$ cat config.mk
export PLATFORM = sky130hd
export DESIGN_NAME = rtc_alarm_timer
export DESIGN_NICKNAME = d
export VERILOG_FILES = /design/src/rtl/rtc_tmr_pkg.sv /design/src/rtl/rtc_count.sv /design/src/rtl/rtc_periodic.sv /design/src/rtl/rtc_alarm_timer.sv
export SDC_FILE = /design/constraint.sdc
export NUM_CORES = 1
export LEC_CHECK = 0
export ABC_AREA = 1
export ABC_CLOCK_PERIOD_IN_PS = 2400
export BUFFER_PORTS_ARGS = -buffer_cell sky130_fd_sc_hd__clkbuf_2
export CAP_MARGIN = 20
export CORE_ASPECT_RATIO = 0.7
export CORE_MARGIN = 4
export CORE_UTILIZATION = 45
export DETAILED_ROUTE_END_ITERATION = 8
export SLEW_MARGIN = 15
export SYNTH_ARGS = -nofsm -noshare
export SYNTH_HDL_FRONTEND = slang
export SYNTH_HIERARCHICAL = 1
export SYNTH_SLANG_ARGS = --single-unit
$ cat constraint.sdc
create_clock -name clk -period 2.4 [get_ports clk]
set_input_delay 0.48 -clock clk [delete_from_list [all_inputs] [get_ports clk]]
set_output_delay 0.48 -clock clk [all_outputs]
set_load 0.05 [all_outputs]
$ cat src/rtl/rtc_tmr_pkg.sv
package rtc_tmr_pkg;
  localparam int ADDR_W = 3;
  localparam int CTRL_W = 5;

  localparam logic [ADDR_W-1:0] A_CTRL   = 3'd0;
  localparam logic [ADDR_W-1:0] A_CNT_LO = 3'd1;
  localparam logic [ADDR_W-1:0] A_CNT_HI = 3'd2;
  localparam logic [ADDR_W-1:0] A_ALM_LO = 3'd3;
  localparam logic [ADDR_W-1:0] A_ALM_HI = 3'd4;
  localparam logic [ADDR_W-1:0] A_RELOAD = 3'd5;
  localparam logic [ADDR_W-1:0] A_STAT   = 3'd6;
  localparam logic [ADDR_W-1:0] A_MASK   = 3'd7;

  // control bit positions
  localparam int C_HOLD_HI  = 0;
  localparam int C_HOLD_LO  = 1;
  localparam int C_CLR      = 2;
  localparam int C_PER_EN   = 3;
  localparam int C_PER_HOLD = 4;

  // event index inside the 3-bit status vector; bit i maps to word bit DATA_W-3+i
  localparam int EV_PER  = 0;
  localparam int EV_ALM  = 1;
  localparam int EV_ROLL = 2;
  localparam int EV_N    = 3;
endpackage

$ cat src/rtl/rtc_count.sv
module rtc_count #(
  parameter int RTC_W = 40,
  parameter int LO_W  = 32
) (
  input  logic             clk,
  input  logic             rst,
  input  logic             tick,
  input  logic             hold_hi,
  input  logic             hold_lo,
  input  logic             clr,
  output logic [RTC_W-1:0] cnt,
  output logic [RTC_W-1:0] nxt,
  output logic             step,
  output logic             wrap
);
  localparam int HI_W = RTC_W - LO_W;

  logic [LO_W-1:0] lo_q;
  logic [HI_W-1:0] hi_q;
  logic            hi_step;

  assign step    = tick & ~clr & ~hold_lo;
  assign hi_step = step & (&lo_q) & ~hold_hi;
  assign wrap    = hi_step & (&hi_q);
  assign cnt     = {hi_q, lo_q};
  assign nxt     = {hi_step ? hi_q + 1'b1 : hi_q, lo_q + 1'b1};

  always_ff @(posedge clk) begin
    if (rst || clr) begin
      lo_q <= '0;
      hi_q <= '0;
    end else begin
      if (step)    lo_q <= lo_q + 1'b1;
      if (hi_step) hi_q <= hi_q + 1'b1;
    end
  end
endmodule

$ cat src/rtl/rtc_periodic.sv
module rtc_periodic #(
  parameter int PER_W = 24
) (
  input  logic             clk,
  input  logic             rst,
  input  logic             tick,
  input  logic             en,
  input  logic             hold,
  input  logic [PER_W-1:0] reload,
  output logic             expire
);
  logic [PER_W-1:0] left_q;
  logic             run;

  assign run    = en & tick & ~hold;
  assign expire = run & (left_q == '0);

  always_ff @(posedge clk) begin
    if (rst)          left_q <= '0;
    else if (!en)     left_q <= reload;
    else if (expire)  left_q <= reload;
    else if (run)     left_q <= left_q - 1'b1;
  end
endmodule

$ cat src/rtl/rtc_alarm_timer.sv
module rtc_alarm_timer
  import rtc_tmr_pkg::*;
#(
  parameter int RTC_W  = 40,
  parameter int LO_W   = 32,
  parameter int PER_W  = 24,
  parameter int DATA_W = 32
) (
  input  logic              clk,
  input  logic              rst,
  input  logic              tick,
  input  logic              we,
  input  logic [2:0]        addr,
  input  logic [DATA_W-1:0] wdata,
  output logic [DATA_W-1:0] rdata,
  output logic              irq
);
  localparam int HI_W  = RTC_W - LO_W;
  localparam int ST_LO = DATA_W - EV_N;

  logic [CTRL_W-1:0] ctrl_q;
  logic [RTC_W-1:0]  alm_q;
  logic [PER_W-1:0]  reload_q;
  logic [EV_N-1:0]   st_q, st_d, mask_q, ev;
  logic [RTC_W-1:0]  rtc_q, rtc_nxt;
  logic              rtc_step, rtc_wrap, per_exp;
  logic [DATA_W-1:0] rd_mux, rdata_q;
  logic              irq_q;

  rtc_count #(.RTC_W(RTC_W), .LO_W(LO_W)) u_cnt (
    .clk(clk), .rst(rst), .tick(tick),
    .hold_hi(ctrl_q[C_HOLD_HI]), .hold_lo(ctrl_q[C_HOLD_LO]), .clr(ctrl_q[C_CLR]),
    .cnt(rtc_q), .nxt(rtc_nxt), .step(rtc_step), .wrap(rtc_wrap)
  );

  rtc_periodic #(.PER_W(PER_W)) u_per (
    .clk(clk), .rst(rst), .tick(tick),
    .en(ctrl_q[C_PER_EN]), .hold(ctrl_q[C_PER_HOLD]),
    .reload(reload_q), .expire(per_exp)
  );

  always_comb begin
    ev          = '0;
    ev[EV_PER]  = per_exp;
    ev[EV_ALM]  = rtc_step && (rtc_nxt == alm_q);
    ev[EV_ROLL] = rtc_wrap;
  end

  for (genvar i = 0; i < EV_N; i++) begin : g_st
    assign st_d[i] = ev[i] | (st_q[i] & ~(we && addr == A_STAT && wdata[ST_LO+i]));
  end

  always_ff @(posedge clk) begin
    if (rst) begin
      ctrl_q   <= '0;
      alm_q    <= '0;
      reload_q <= '0;
      mask_q   <= '0;
      st_q     <= '0;
    end else begin
      st_q <= st_d;
      if (we) begin
        unique case (addr)
          A_CTRL:   ctrl_q <= wdata[CTRL_W-1:0];
          A_ALM_LO: alm_q[LO_W-1:0] <= wdata[LO_W-1:0];
          A_ALM_HI: alm_q[RTC_W-1:LO_W] <= wdata[HI_W-1:0];
          A_RELOAD: reload_q <= wdata[PER_W-1:0];
          A_MASK:   mask_q <= wdata[DATA_W-1:ST_LO];
          default:  ;
        endcase
      end
    end
  end

  always_comb begin
    rd_mux = '0;
    unique case (addr)
      A_CTRL:   rd_mux[CTRL_W-1:0] = ctrl_q;
      A_CNT_LO: rd_mux[LO_W-1:0]   = rtc_q[LO_W-1:0];
      A_CNT_HI: rd_mux[HI_W-1:0]   = rtc_q[RTC_W-1:LO_W];
      A_ALM_LO: rd_mux[LO_W-1:0]   = alm_q[LO_W-1:0];
      A_ALM_HI: rd_mux[HI_W-1:0]   = alm_q[RTC_W-1:LO_W];
      A_RELOAD: rd_mux[PER_W-1:0]  = reload_q;
      A_STAT:   rd_mux[DATA_W-1:ST_LO] = st_q;
      A_MASK:   rd_mux[DATA_W-1:ST_LO] = mask_q;
      default:  rd_mux = '0;
    endcase
  end

  always_ff @(posedge clk) begin
    if (rst) begin
      rdata_q <= '0;
      irq_q   <= 1'b0;
    end else begin
      rdata_q <= rd_mux;
      irq_q   <= |(st_q & mask_q);
    end
  end

  assign rdata = rdata_q;
  assign irq   = irq_q;
endmodule

## Word level (Yosys, flattened, before mapping)

Cells that the tools add are included.

| storage, ports and cells | value |
|---|---|
| register bits | 172 |
| bits of input ports | 39 |
| output and inout port bits | 33 |
| logic and storage cells | 70 |

| cells by class | value |
|---|---|
| add/subtract/negate cells | 3 |
| equality and inequality tests | 9 |
| multiplexer cells | 9 |
| bitwise gates (word level) | 22 |
| reductions and logical operators | 16 |

Operators with widths:

| kind | count |
|---|---|
| $mux 24 | 3 |
| $pmux 16 s3 | 1 |
| $eq 40x40->1 | 1 |
| $add 32x1->32 const B | 1 |
| $reduce_and 32->1 | 1 |
| $pmux 5 s6 | 1 |
| $logic_not 24->1 | 1 |
| $sub 24x1->24 const B | 1 |
| $pmux 3 s5 | 1 |
| $eq 3x3->1 const B | 4 |
| $pmux 3 s4 | 1 |
| $and 1x1->1 | 11 |
| $pmux 5 s2 | 1 |
| $reduce_and 2->1 | 5 |
| $add 8x1->8 const B | 1 |
| $mux 8 | 1 |
| $reduce_and 8->1 | 1 |
| $not 1->1 | 7 |
| $eq 3x2->1 const B | 2 |
| $logic_and 1x1->1 | 5 |
| $and 3x3->3 | 1 |
| $eq 3x1->1 const B | 1 |
| $logic_not 3->1 | 1 |
| $ne 3x1->1 const B | 1 |
| 3 further kinds | 5 |

## Longest topological paths before layout

| logic depth | value |
|---|---|
| word-level depth | 9 |
| gate-level depth with buffers | 20 |
| mapped depth without buffers | 20 |

## By module

Netlist, hierarchy kept.

By module, submodules not included:

| module | instances | cells an instance | area an instance (um^2) | seq. area each (um^2) |
|---|---|---|---|---|
| rtc_alarm_timer | 1 | 681 | 4810.9 | 2162.1 |
| rtc_count | 1 | 433 | 2667.6 | 800.8 |
| rtc_periodic | 1 | 331 | 1929.4 | 480.5 |

## Worst setup path after synthesis

OpenSTA, ideal clock, no wires.

| path | value |
|---|---|
| kind | input -> register |
| start | input tick |
| end | register st_q[1] |
| setup time | 0.070 ns |
| data arrival time | 1.987 ns |
| data required time | 2.330 ns |
| slack | 0.343 ns |
| stages on the path | 14 |
| path buffers | 0 |
| cell sequence | nand2_1 -> nor2_1 -> nand3_1 -> nor2_8 -> nand3_1 -> nand2_1 -> inv_1 -> a21boi_0 -> nand2_1 -> nor2_1 -> nand2_1 -> nor2_1 -> nand3_1 -> a21oi_1 |

| between the ends | value |
|---|---|
| word-level cells in the longest chain between the ends | 8 |

Ends and longest elaborated chain:

| item | line | source |
|---|---|---|
| start, declared | rtc_alarm_timer.sv:11 | `input logic tick,` |
| $and 1x1->1 (2 in a row) | rtc_count.sv:22 | `assign step = tick & ~clr & ~hold_lo;` |
| $and 1x1->1 (2 in a row) | rtc_count.sv:23 | `assign hi_step = step & (&lo_q) & ~hold_hi;` |
| $mux 8 | rtc_count.sv:26 | `assign nxt = {hi_step ? hi_q + 1'b1 : hi_q, lo_q + 1'b1};` |
| named net rtc_nxt[39] | rtc_alarm_timer.sv:25 | `logic [RTC_W-1:0] rtc_q, rtc_nxt;` |
| $eq 40x40->1 | rtc_alarm_timer.sv:45 | `ev[EV_ALM] = rtc_step && (rtc_nxt == alm_q);` |
| $logic_and 1x1->1 | rtc_alarm_timer.sv:45 |  |
| $or 1x1->1 | rtc_alarm_timer.sv:50 | `assign st_d[i] = ev[i] \| (st_q[i] & ~(we && addr == A_STAT && wdata[ST_LO+i]));` |
| end signal, assigned | rtc_alarm_timer.sv:61 | `st_q <= st_d;` |
| end, declared | rtc_alarm_timer.sv:24 | `logic [EV_N-1:0] st_q, st_d, mask_q, ev;` |

The timed path passes the listed nets, and every way through them passes these cells.
A chain may end at the register's enable or synchronous reset.

## Final worst setup path

| path | value |
|---|---|
| start | register u_cnt.lo_q[9] |
| end | register st_q[1] |

| between the ends | value |
|---|---|
| elaborated cells between the ends (all ways) | 8 |
| classes of those cells | add/sub (1); eq/ne (1); mux (1); bitwise (3); reduce/logical (2) |

RTL lines:

| item | line | source |
|---|---|---|
| start, declared | rtc_count.sv:18 | `logic [LO_W-1:0] lo_q;` |
| start signal, assigned | rtc_count.sv:33 | `if (step) lo_q <= lo_q + 1'b1;` |
| $add 32x1->32 | rtc_count.sv:26 |  |
| named net rtc_nxt[16] | rtc_alarm_timer.sv:25 |  |
| $eq 40x40->1 | rtc_alarm_timer.sv:45 |  |
| $logic_and 1x1->1 | rtc_alarm_timer.sv:45 |  |
| $or 1x1->1 | rtc_alarm_timer.sv:50 |  |

The timed path passes the listed nets, and every way through them passes these cells.

==> impl_results.md <==
- Nets: between 1500 and 2000
- Register area share after synthesis: 36.6%
- Most used cell, CP: nand2_1
- Clock-pin slew on the worst setup and hold paths: about 60 ps
- Largest net degree at the start of global routing: 39
- Synthesized cell area: approximately 9400 sq um
- Routability cong.: 0.992
- Outcome: finished clean
- Clock root cell: clkbuf_16
- Clock sinks: around 170
- ANT nets after route: 0
- Wirelength per Cell: 17.8 um
- Final HPWL DP: 24500 um
- CTS tree: yes
- Num rows: 43
- H-tree depth: 4
- Initial Util: 46.6%
- Max Cap Violations: 0
- Die X-Extent: roughly 180 um
- CP cell instances: nand2_1 > nor2_2 > nand2_2 > nor2_8 > buf_4 > xor2_1 > xnor2_1 > nand2_1 > nor2_1 > nand2_1 > nor2_1 > nand3_1 > a21oi_2
- Syn Area/Cell: 6.51 sq um
- # fillers: 2050
- Antenna violations before repair: 0
- Critical R2R Launch: u_cnt/lo_q[9]
- Clock buffer depth: 2
- Antenna Cells: 0
- Critical path type: flop to flop
- Slew Viols, Final: 0
- Crit path max-delay family: simple AND/OR/NAND/NOR gates
- Share of cells above drive strength 1: 15.6%
- Layout Cells excl Fill: about 1800
- CP Capture Type: flop
- Area of the multi-input gates: 4930 sq um
- Most Used Layer, Global Route: met1
- Via count: 9754
- HP Start: wdata[20]
- CP max FO: 4
- Area Growth Syn to Fin: 17.9%
- Global Route met1 Usage: between 40% and 50%
- Worst-Margin Slew: 897 ps
- Min Tclk post-route: 2220 ps
- DP Cell Count: approximately 1800
- Power per Cell Area: 668 nW/um^2
- Place WS: roughly 51 ps
- Netlist cell types: 39
- Hold crit path type: primary input to flop
- Core area: 20200 sq um
- CP Data Arrival Time: 2600 ps
- Layout Skew: ~14 ps
- Cell area after layout: 11100 sq um
- CP startpoint: u_cnt/lo_q[9]
- Syn Nets: 1488
- Avg Vias per Cell: 5.35
- Pre-Repair DR Iteration Count: 6
- Final WS setup: 179 ps
- Num CTS Buffers: 17
- Setup crit start kind: flop
- GRT overflow: 0
- Starting DRC count in detailed routing: 1054
- Vias in the first global route: 8728
- Final WL: approximately 32000 um
- Placed cell area: 10200 sq um
- Die height: between 100 and 150 um
- Flip-flop and latch area: 3460 sq um
- Required @ worst endpoint: 2780 ps
- Synthesis-stage register bit count: about 170
- Fin crit share: 92.6%
- Static leakage: 5.07 nW
- Buffers on Ports: 71
- First-pass GRT wire length: about 50000 um
- Buf/Inv on CP: 1
- Final Setup Violations: 0
- Gr usage total: around 28%
- Slowest cell on crit path: dfxtp_1
- Slowest Stage Delay on Critical Path: ~430 ps
- Peak VDD IR: 613 uV
- Cell count after synthesis: 1445
- Io pins: 72
- Rel. slew slack: 40.1%
- Die ar.: 23300 sq um
- Met2 Use GR: 36.2%
- Final Hold Vio Count: 0
- Fmax: about 450 MHz
- YS warnings: 6
- Residual DRC: 0
- Grt met3 use: 6.95%
- Worst skew pair latency: 450 ps
report_power, final:
part           switching, mW  internal (mW)  leakage, nW
clock                   1.21           1.93        0.313
sequential             0.112           2.97         1.40
combinational          0.806          0.387         3.36
total                   2.12           5.29         5.07
layer usage:
metal / vias to the layer above / wire (um)
met5: - / 0
met4: 0 / 648
met3: 31 / 3170
met2: 427 / 12000
met1: 4503 / 16700
li1: 4793 / -
worst paths after layout:
| check | to | slack, ps | cells past startpoint |
|---|---|---|---|
| max | st_q[1] | 180 | 13 |
| min | reload_q[20] | 300 | 3 |
| max reg2reg | st_q[1] | 180 | 13 |
| min reg2reg | alm_q[19] | 490 | 2 |
area by class of cell:
type                            instances  area share [%]
Multi-Input combinational cell        984            44.4
Sequential cell                       172            31.2
Inverter                              235            7.96
Timing Repair Buffer                  130            7.42
Clock buffer                           22            4.28
Tap cell                              270            3.05
Clock inverter                         10            1.68
synth_stat cells:
| cell type | n | area [sq um] |
|---|---|---|
| a211oi_1 | 2 | 15.0 |
| a21boi_0 | 1 | 7.51 |
| a21oi_1 | 135 | 676 |
| a221oi_1 | 9 | 78.8 |
| a22oi_1 | 14 | 105 |
| a31oi_1 | 5 | 31.3 |
| and2_1 | 1 | 6.26 |
| buf_1 | 1 | 3.75 |
| buf_2 | 15 | 75.1 |
| buf_4 | 6 | 45.0 |
| buf_6 | 4 | 45.0 |
| clkbuf_1 | 27 | 101 |
| clkbuf_8 | 1 | 13.8 |
| clkinv_1 | 1 | 3.75 |
| dfxtp_1 | 172 | 3440 |
| ha_1 | 4 | 50.1 |
| inv_1 | 223 | 837 |
| inv_2 | 11 | 41.3 |
| nand2_1 | 352 | 1320 |
| nand2_2 | 8 | 50.1 |
| nand2_4 | 3 | 33.8 |
| nand3_1 | 97 | 485 |
| nand3_2 | 2 | 20.0 |
| nand3b_1 | 2 | 15.0 |
| nand4_1 | 23 | 144 |
| nor2_1 | 121 | 454 |
| nor2_2 | 11 | 68.8 |
| nor2_4 | 9 | 101 |
| nor2_8 | 2 | 40.0 |
| nor3_1 | 11 | 55.1 |
| nor4_1 | 1 | 6.26 |
| o211ai_1 | 1 | 7.51 |
| o21ai_0 | 92 | 460 |
| o21ai_1 | 18 | 90.1 |
| o21bai_1 | 10 | 75.1 |
| o22ai_1 | 14 | 87.6 |
| or2_2 | 1 | 6.26 |
| xnor2_1 | 12 | 105 |
| xor2_1 | 23 | 201 |
through the flow:
step	TNS (ps)	hold slack [ps]	power [mW]	util (%)
floorplan	0	439	3.88	-
global placement	0	463	4.27	50.7
detailed placement	0	465	4.28	50.7
CTS	0	284	7.40	54.0
global route	-39.0	287	7.71	55.0
finish	0	295	7.41	55.0
cells in the final DEF (no fill, tap or decap), drive strengths merged, types with 9 or more instances in the layout:
cell and instances:
buf 59, xor2 23, inv 234, nor3 11, o22ai 14, nand4 23, clkbuf 93, o21ai 110
o21bai 10, xnor2 12, nand2 363, a221oi 9, nand3 99, nor2 143, a21oi 135, dfxtp 172
a22oi 14
tightest hold or removal path, stage by stage:
cell and delay (ps):
clkbuf_2 90, nand3_1 70, a21oi_1 50
what timing repair did:
item,CTS,global route
hold buffers,0,0
hold endpoints to repair,0,0
resized for setup,0,44
setup endpoints to repair,0,1
buffers inserted,0,8
state kept, by name, summed over array words and instances, names as in the netlist:
register,count
ctrl_q,5
irq,1
u_cnt/lo_q,32
reload_q,24
mask_q,3
st_q,3
alm_q,40
rdata,32
u_cnt/hi_q,8
u_per/left_q,24
cells by family (layout without fill, tap and decap cells):
| kind of cell | after synthesis | count (layout) | synth area share (%) |
|---|---|---|---|
| and+or+nand+nor | 644 | 644 | 29.8 |
| AOI/OAI and AO/OA | 301 | 301 | 17.4 |
| buffers and inverters | 289 | 397 | 12.4 |
| DFF | 172 | 172 | 36.6 |
| xor gates and xnor gates | 35 | 35 | 3.26 |
| adders and majority gates | 4 | 4 | 0.532 |
Power figures use the tool's default switching activity.
